==> config.mk <==
export PLATFORM = sky130hd
export DESIGN_NAME = gpio_port_mux
export DESIGN_NICKNAME = d
export VERILOG_FILES = /design/src/rtl/gpio_port_mux.sv
export SDC_FILE = /design/constraint.sdc
export NUM_CORES = 1
export LEC_CHECK = 0
export ABC_AREA = 1
export ABC_CLOCK_PERIOD_IN_PS = 960
export BUFFER_PORTS_ARGS = -buffer_cell sky130_fd_sc_hd__buf_4
export CAP_MARGIN = 20
export CORE_ASPECT_RATIO = 0.8
export CORE_MARGIN = 3
export CORE_UTILIZATION = 46
export DETAILED_ROUTE_END_ITERATION = 8
export HOLD_SLACK_MARGIN = 0.06
export PLACE_DENSITY = 0.77
export SLEW_MARGIN = 10
export SYNTH_ARGS = -nofsm -noshare
export SYNTH_HDL_FRONTEND = slang
export SYNTH_SLANG_ARGS = --single-unit
==> constraint.sdc <==
create_clock -name clk -period 0.96 [get_ports clk]
set_clock_uncertainty 0.05 [all_clocks]
set_input_delay 0.192 -clock clk [delete_from_list [all_inputs] [get_ports clk]]
set_output_delay 0.192 -clock clk [all_outputs]
set_load 0.1 [all_outputs]
==> src/rtl/gpio_port_mux.sv <==
module gpio_port_mux #(
  parameter int WIDTH = 8
) (
  input  logic             clk,
  input  logic             rst_n,
  input  logic [1:0]       bus_addr,
  input  logic             bus_wr,
  input  logic             bus_rd,
  input  logic [WIDTH-1:0] bus_wdata,
  output logic [WIDTH-1:0] bus_rdata,
  input  logic [WIDTH-1:0] pin_in,
  output logic [WIDTH-1:0] pin_out,
  output logic [WIDTH-1:0] pin_oe,
  input  logic [WIDTH-1:0] per_sel,
  input  logic [WIDTH-1:0] per_dout,
  input  logic [WIDTH-1:0] per_oe,
  output logic [WIDTH-1:0] per_din
);

  localparam logic [1:0] A_PORT = 2'd0;
  localparam logic [1:0] A_LAT  = 2'd1;
  localparam logic [1:0] A_DIR  = 2'd2;

  logic [WIDTH-1:0] lat_q, dir_q, meta_q, sync_q;

  always_ff @(posedge clk or negedge rst_n) begin
    if (!rst_n) begin
      lat_q <= '0;
      dir_q <= '1;
    end else if (bus_wr) begin
      case (bus_addr)
        A_PORT, A_LAT: lat_q <= bus_wdata;
        A_DIR:         dir_q <= bus_wdata;
        default: ;
      endcase
    end
  end

  always_ff @(posedge clk or negedge rst_n) begin
    if (!rst_n) begin
      meta_q <= '0;
      sync_q <= '0;
    end else begin
      meta_q <= pin_in;
      sync_q <= meta_q;
    end
  end

  always_ff @(posedge clk or negedge rst_n) begin
    if (!rst_n) bus_rdata <= '0;
    else if (bus_rd) begin
      case (bus_addr)
        A_PORT:  bus_rdata <= sync_q;
        A_LAT:   bus_rdata <= lat_q;
        A_DIR:   bus_rdata <= dir_q;
        default: bus_rdata <= '0;
      endcase
    end
  end

  for (genvar i = 0; i < WIDTH; i++) begin : g_pin
    assign pin_out[i] = per_sel[i] ? per_dout[i] : lat_q[i];
    assign pin_oe[i]  = per_sel[i] ? per_oe[i]   : ~dir_q[i];
  end

  assign per_din = sync_q;

  logic [1:0] age_q;
  always_ff @(posedge clk or negedge rst_n) begin
    if (!rst_n) age_q <= '0;
    else if (age_q != 2'd3) age_q <= age_q + 2'd1;
  end

  a_r3_latch_write: assert property (@(posedge clk) disable iff (!rst_n)
    (bus_wr && (bus_addr == A_PORT || bus_addr == A_LAT)) |=> (lat_q == $past(bus_wdata)));

  a_r2_dir_to_oe: assert property (@(posedge clk) disable iff (!rst_n)
    (bus_wr && bus_addr == A_DIR && per_sel == '0)
      |=> (per_sel != '0) || (pin_oe == ~$past(bus_wdata)));

  a_r7_dir_readback: assert property (@(posedge clk) disable iff (!rst_n)
    (bus_rd && bus_addr == A_DIR) |=> (bus_rdata == $past(dir_q)));

  a_r6_rdata_hold: assert property (@(posedge clk) disable iff (!rst_n)
    !bus_rd |=> $stable(bus_rdata));

  a_r11_unused_write: assert property (@(posedge clk) disable iff (!rst_n)
    (bus_wr && bus_addr == 2'd3) |=> ($stable(lat_q) && $stable(dir_q)));

  a_r5_sync_delay: assert property (@(posedge clk) disable iff (!rst_n)
    (age_q == 2'd3) |-> (per_din == $past(pin_in, 2)));

endmodule

==> flow_summary.toml, run 1 <==
[status]
stop_stage = "clock tree synthesis"
stop_error = "[ERROR DPL-0033] detailed placement checks failed during check placement."
outcome = "did not finish"

[die]
io_pins = 78
rows = 19
start_util_pct = 48.8
die_width_um = 74.1
die_y_um = 60.4

[clock_tree]
clk_path_buf_depth = 2
postCtsHoldBufs = 9
cts_max_level = 2
cts_buffers = 5
ctsResizeCount = 120
clock-sinks = 40
post-cts-setup-buffer-count = 11
root_buffer = "clkbuf_8"

[placed_design]
dp_hpwl_mm = 3.31
numPortBuffers = 77
gp_routability_congestion = 0.753
dp_cells = 311

[yosys]
ys_seq_area_share_pct = 59.3
syn_inst = 171
ys_seq_elements = 40
synth_fp_nets = 217
syn_avg_cell_area_um2 = 9.97
ys_warn_count = 0
yosysUniqueCellTypes = 16
netlist_area_mm2 = 0.00170
[logic make-up after synthesis]
kind of cell           Yosys count  synth area share, %
buffers and inverters           16                 5.14
flip-flops                      40                 59.3
multiplexers                     8                 5.29
AO/OA/AOI/OAI                   24                 8.81
AND/OR/NAND/NOR                 83                 21.4
[cell usage after synthesis]
cell type  count  area share, %
buf_2          2           0.59
buf_6          3            2.0
dfrtp_1       32             47
dfstp_2        8             12
inv_1          9            2.0
inv_2          1           0.22
inv_4          1           0.37
mux2_2         8            5.3
nand2_1       56             12
nand2_2        1           0.37
nand3_1       24            7.0
nand3_4        1            1.0
nor2_4         1           0.66
o21ai_0       15            4.4
o21ai_1        1           0.29
o21ai_2        8            4.1
[metrics by stage]
stage	hold WS (ps)	instance area, µm²	TNS (ps)	setup WS (ps)
detailed placement	14.8	2660	-2580	-150
floorplan	-154	1860	-2330	-188
global placement	14.6	2660	-2320	-130
==> run 2: changes to the inputs <==
- CORE_ASPECT_RATIO: 0.8 -> default
- CORE_UTILIZATION: 46 -> 40
- HOLD_SLACK_MARGIN: 0.06 -> default
- PLACE_DENSITY: 0.77 -> default
- PLACE_DENSITY_LB_ADDON: default -> 0.15
==> run 2 against run 1 <==
The flow now finishes, with violations (negative setup slack). Synthesized cell count unchanged. Synthesized area unchanged.
==> flow_summary.toml, run 2 <==
[status]
outcome = "finished with violations"
violations = "negative setup slack"

[global_routing]
grt_first_pass_wirelength_mm = 8.22
grt_pass1_vias = 1870
grt_max_degree = 41
antenna_found_initial = 0
track_usage_pct = 20.8
overflow = 0

[clock_tree]
clk_pin_slew_worst_paths_ps = 80
clk_path_buf_depth = 2
clk_latency_ps = 290
cts_max_level = 2
cts_tree = "done"
clock-sinks = 40
cts_buffers = 5
root_buffer = "clkbuf_8"

[finish]
postLayoutCoreUtil_pct = 86.5
drive_gt1_share_pct = 67.9
mostFrequentLayoutCell = "buf_4"
diodes = 0
fillCellCount = 190
seqCellArea_mm2 = 0.00105
area_growth_pct = 106
nNetsFinal = 338
final_cell_area_mm2 = 0.00351
multi_input_area_um2 = 848
final_cell_mix = "buf_4, nand2_1, buf_12"

[timing]
period_minus_slack_ps = 1390
worst_pin_slew_ps = 293
fmax_mhz = 718
final-setup-viol-count = 45
setup_ws_ps = -432
rsz0062_at_grt = "yes"
maxSlewHeadroom_pct = 80.4
slew_violations = 0
hold_viol_final = 0
holdWs_ps = 80.3
period_share_pct = 145

[worst_setup_path]
required_ps = 720
arrival_ps = 1150
r2r_start = "dir_q[0]"
worst_setup_path_start_kind = "flop"
r2r_cells = 6
crit_type = "flop to output pin"
reg2reg_slack_ps = -160
end_kind = "output pin"
path_max_fanout = 2
r2r-end = "bus_rdata[0]"

[hold_path]
min_from = "bus_wdata[6]"
min_path_type = "input pin to flop"
hold_end = "dir_q[6]"
whs_path_depth = 3

[yosys]
synth_area_leaders = "dfrtp_1, dfstp_2, nand2_1"
netlist_area_mm2 = 0.00170
ys_seq_elements = 40
ys_seq_area_share_pct = 59.3
synth_edf_count = 0
synth_fp_nets = 217
syn_inst = 171
ys_warn_count = 0
yosysUniqueCellTypes = 16
synthTopCellsByCount = "nand2_1, dfrtp_1, nand3_1, o21ai_0, inv_1"
yosysMostFrequentCell = "nand2_1"
async_flop_share_pct = 100
synth.top_cell.area_share_pct = 47.0
synth_top_flop_cell = "dfrtp_1"
synth_largest_area_cell = "dfrtp_1"
syn_avg_cell_area_um2 = 9.97

[route]
wl_mm = 5.13
ant_nets = 0
vias_per_cell = 4.89
wire_per_inst_um = 15.0
drc = 0
drt-initial-drc-count = 106
dr_total_vias = 1676
firstDrtPassIters = 4

[pwr]
ir_drop_uv = 1260
power_density_mw_per_mm2 = 1770
p_leak_nw = 1.68
fin_total_pwr_mw = 6.20

[placed_design]
dp_hpwl_mm = 3.21
numPortBuffers = 77
dpl_cell_area_mm2 = 0.00264
gp_routability_congestion = 0.699

[die]
rows = 23
die-area_mm2 = 0.00508
die_y_um = 71.3
die_width_um = 71.3
core_mm2 = 0.00406
io_pins = 78
start_util_pct = 42.0

[run]
drv_cap = 0
-- run 2: cell counts after synthesis --
No cell type changed its count.
-- run 2: cells by family after synthesis --
family          synth area share [%]
compound gates                  8.81
buf+inv                         5.14
flops                           59.3
mux                             5.29
simple gates                    21.4
-- run 2: repair_timing --
| action | in CTS | in global routing |
|---|---|---|
| setup endpoints to repair | 40 | 45 |
| hold buffers | 9 | 0 |
| resized for setup | 117 | 30 |
| setup buffers | 6 | 14 |
| pin swaps | 10 | 14 |
| hold endpoints to repair | 40 | 0 |
-- run 2: layout make-up --
class                           instances  area share [%]
Sequential cell                        40            29.9
Tap cell                               50            1.78
Timing Repair Buffer                  119            39.6
Clock buffer                            5            1.96
Inverter                               11            1.25
Clock inverter                          3            1.35
Multi-Input combinational cell        115            24.2
-- run 2: per-stage QoR --
stage	setup slack (ps)	instances	TNS, ps
after floorplan	-188	171	-2330
after global placement	-133	315	-2310
after detailed placement	-149	315	-2460
after CTS	-424	338	-10310
after global routing	-463	343	-11870
final	-432	343	-10570
-- run 2: critical path: stages, from the launching register on --
cell and delay (ps):
dfrtp_1 400, mux2_4 290, buf_12 170
-- run 2: metal layers --
layer | vias to the layer above | part of all wire (%) | GRT usage [%]
li1 | 798 | - | -
met1 | 798 | 36 | 22.4
met2 | 71 | 55 | 39.6
met3 | 9 | 6.8 | 5.05
met4 | 0 | 1.7 | 6.26
met5 | - | 0 | 0
-- run 2: worst max-delay path by stage --
stage	from	end	slack [ps]	cells after the start
2_1_floorplan	dir_q[0]	pin_oe[0]	-190	1
6_report	lat_q[6]	pin_out[6]	-430	2
3_5_place_dp	lat_q[3]	pin_out[3]	-150	2
5_1_grt	lat_q[6]	pin_out[6]	-460	2
4_1_cts	lat_q[5]	pin_out[5]	-420	2
3_3_place_gp	lat_q[3]	pin_out[3]	-130	2
-- run 2: report_power, final --
group          switching (mW)  internal, mW
combinational            1.58          1.17
clock                   0.588         0.782
sequential              0.166          1.92
total                    2.33          3.87
(Power assumes the default switching activity.)
==> run 3: changes to the inputs <==
- CTS_BUF_LIST: default -> sky130_fd_sc_hd__clkbuf_16
==> run 3 against run 2 <==
The run still ends with negative setup slack left. Largest cell class unchanged. Global-route usage grew 1.2 points. Critical path type unchanged. Via count rose by 4.9%. Combinational power up 2%. Clock power grew 39%. Wire length grew 13%. Core utilization grew 2.5 points. Sequential power about the same. First-iteration DRC count is 50% higher. Hold slack better by 23 ps. Maximum frequency shrank 0.16%.
==> flow_summary.toml, run 3 (synthesis results as in run 2) <==
[die]
core_mm2 = 0.00406
die-area_mm2 = 0.00508
io_pins = 78
rows = 23
die_width_um = 71.3
start_util_pct = 42.0
die_y_um = 71.3

[timing]
rsz0062_at_grt = "yes"
period_minus_slack_ps = 1390
slew_violations = 0
period_share_pct = 145
holdWs_ps = 104
setup_ws_ps = -434
tns_ps = -10270
fmax_mhz = 717
hold_viol_final = 0
worst_pin_slew_ps = 340
maxSlewHeadroom_pct = 77.2
final-setup-viol-count = 45

[clock_tree]
cts_buffers = 5
clk_latency_ps = 280
clock-sinks = 40
cts_max_level = 2
root_buffer = "clkbuf_16"
clk_pin_slew_worst_paths_ps = 60
cts_tree = "done"
clk_path_buf_depth = 2

[hold_path]
min_path_type = "input pin to flop"
whs_path_depth = 3
min_from = "bus_wdata[2]"

[global_routing]
grt_max_degree = 41
grt_first_pass_wirelength_mm = 8.54
antenna_found_initial = 0
overflow = 0
track_usage_pct = 21.9
grt_pass1_vias = 1855

[worst_setup_path]
slowest_stage = "dfrtp_1"
arrival_ps = 1150
crit_chain = "mux2_4 -> buf_12"
worst_setup_path_start_kind = "flop"
required_ps = 720
cpPeakStageDelay_ps = 400
r2r_cells = 6
r2r_start = "dir_q[0]"
cp_top_family = "flip-flops"
crit_type = "flop to output pin"
end_kind = "output pin"
startpoint = "lat_q[5]"
cp_num_buf_inv = 1
path_max_fanout = 2
cp_num_cells = 2

[placed_design]
gp_routability_congestion = 0.699
numPortBuffers = 77
dp_hpwl_mm = 3.21

[finish]
diodes = 0
mostFrequentLayoutCell = "buf_4"
postLayoutCoreUtil_pct = 89.0
drive_gt1_share_pct = 69.3
nNetsFinal = 341
area_growth_pct = 112
final_cell_mix = "buf_4, nand2_1, buf_12"

[status]
violations = "negative setup slack"
outcome = "finished with violations"

[pwr]
ir_drop_uv = 1370
power_density_mw_per_mm2 = 1880
p_leak_nw = 1.73

[route]
wl_mm = 5.80
wire_per_inst_um = 16.8
drt-initial-drc-count = 159
drc = 0
dr_total_vias = 1758
ant_nets = 0
firstDrtPassIters = 4
vias_per_cell = 5.08

[run]
drv_cap = 0
==> run 3: path summary, 6_finish.rpt <==
check / to / slack (ps)
worst max-delay path: pin_out[5] / -430
worst min register to register: per_din[2] / 300
worst max register to register: bus_rdata[0] / -180
worst min-delay path: dir_q[2] / 100
min in group asynchronous: lat_q[5] / 350
max in group asynchronous: dir_q[7] / 250
==> run 3: repair_timing <==
item	in CTS	in global routing
setup buffers	6	16
hold buffers	9	0
endpoints found under the hold margin	40	0
setup endpoints to repair	40	44
pin swaps	10	15
gates resized for setup	115	39
==> run 3: routing by layer <==
| layer | wire length (µm) | global-route usage [%] |
|---|---|---|
| met3 | 371 | 5.89 |
| met1 | 2020 | 23.8 |
| met4 | 172 | 6.47 |
| met2 | 3240 | 41.3 |
| met5 | 0 | 0 |
==> run 3: cell type report <==
cell class	count	area [µm²]
repair buffers	122	1420
flip-flops and latches	40	1050
multi-input cells	115	863
fillers	165	445
clock buffers	5	125
well taps	50	62.6
clock inverters	3	47.5
inverters	11	43.8
==> run 3: worst min-delay path: stages <==
cell     delay [ps]
buf_4           110
inv_1            70
o21ai_2          60
==> run 3: power by group <==
part | leakage [nW] | switching, mW | internal (mW)
Sequential | 0.455 | 0.168 | 1.92
Combinational | 1.19 | 1.62 | 1.19
Clock | 0.0840 | 0.669 | 1.23
==> run 3: stage by stage <==
step                power, mW  worst slack (ps)  area (µm²)  std cells
finish                   6.80              -434        3610        346
global route             7.03              -449        3610        346
CTS                      6.57              -403        3430        338
detailed placement       4.14              -149        2640        315
global placement         4.12              -133        2640        315
floorplan                3.50              -188        1860        171
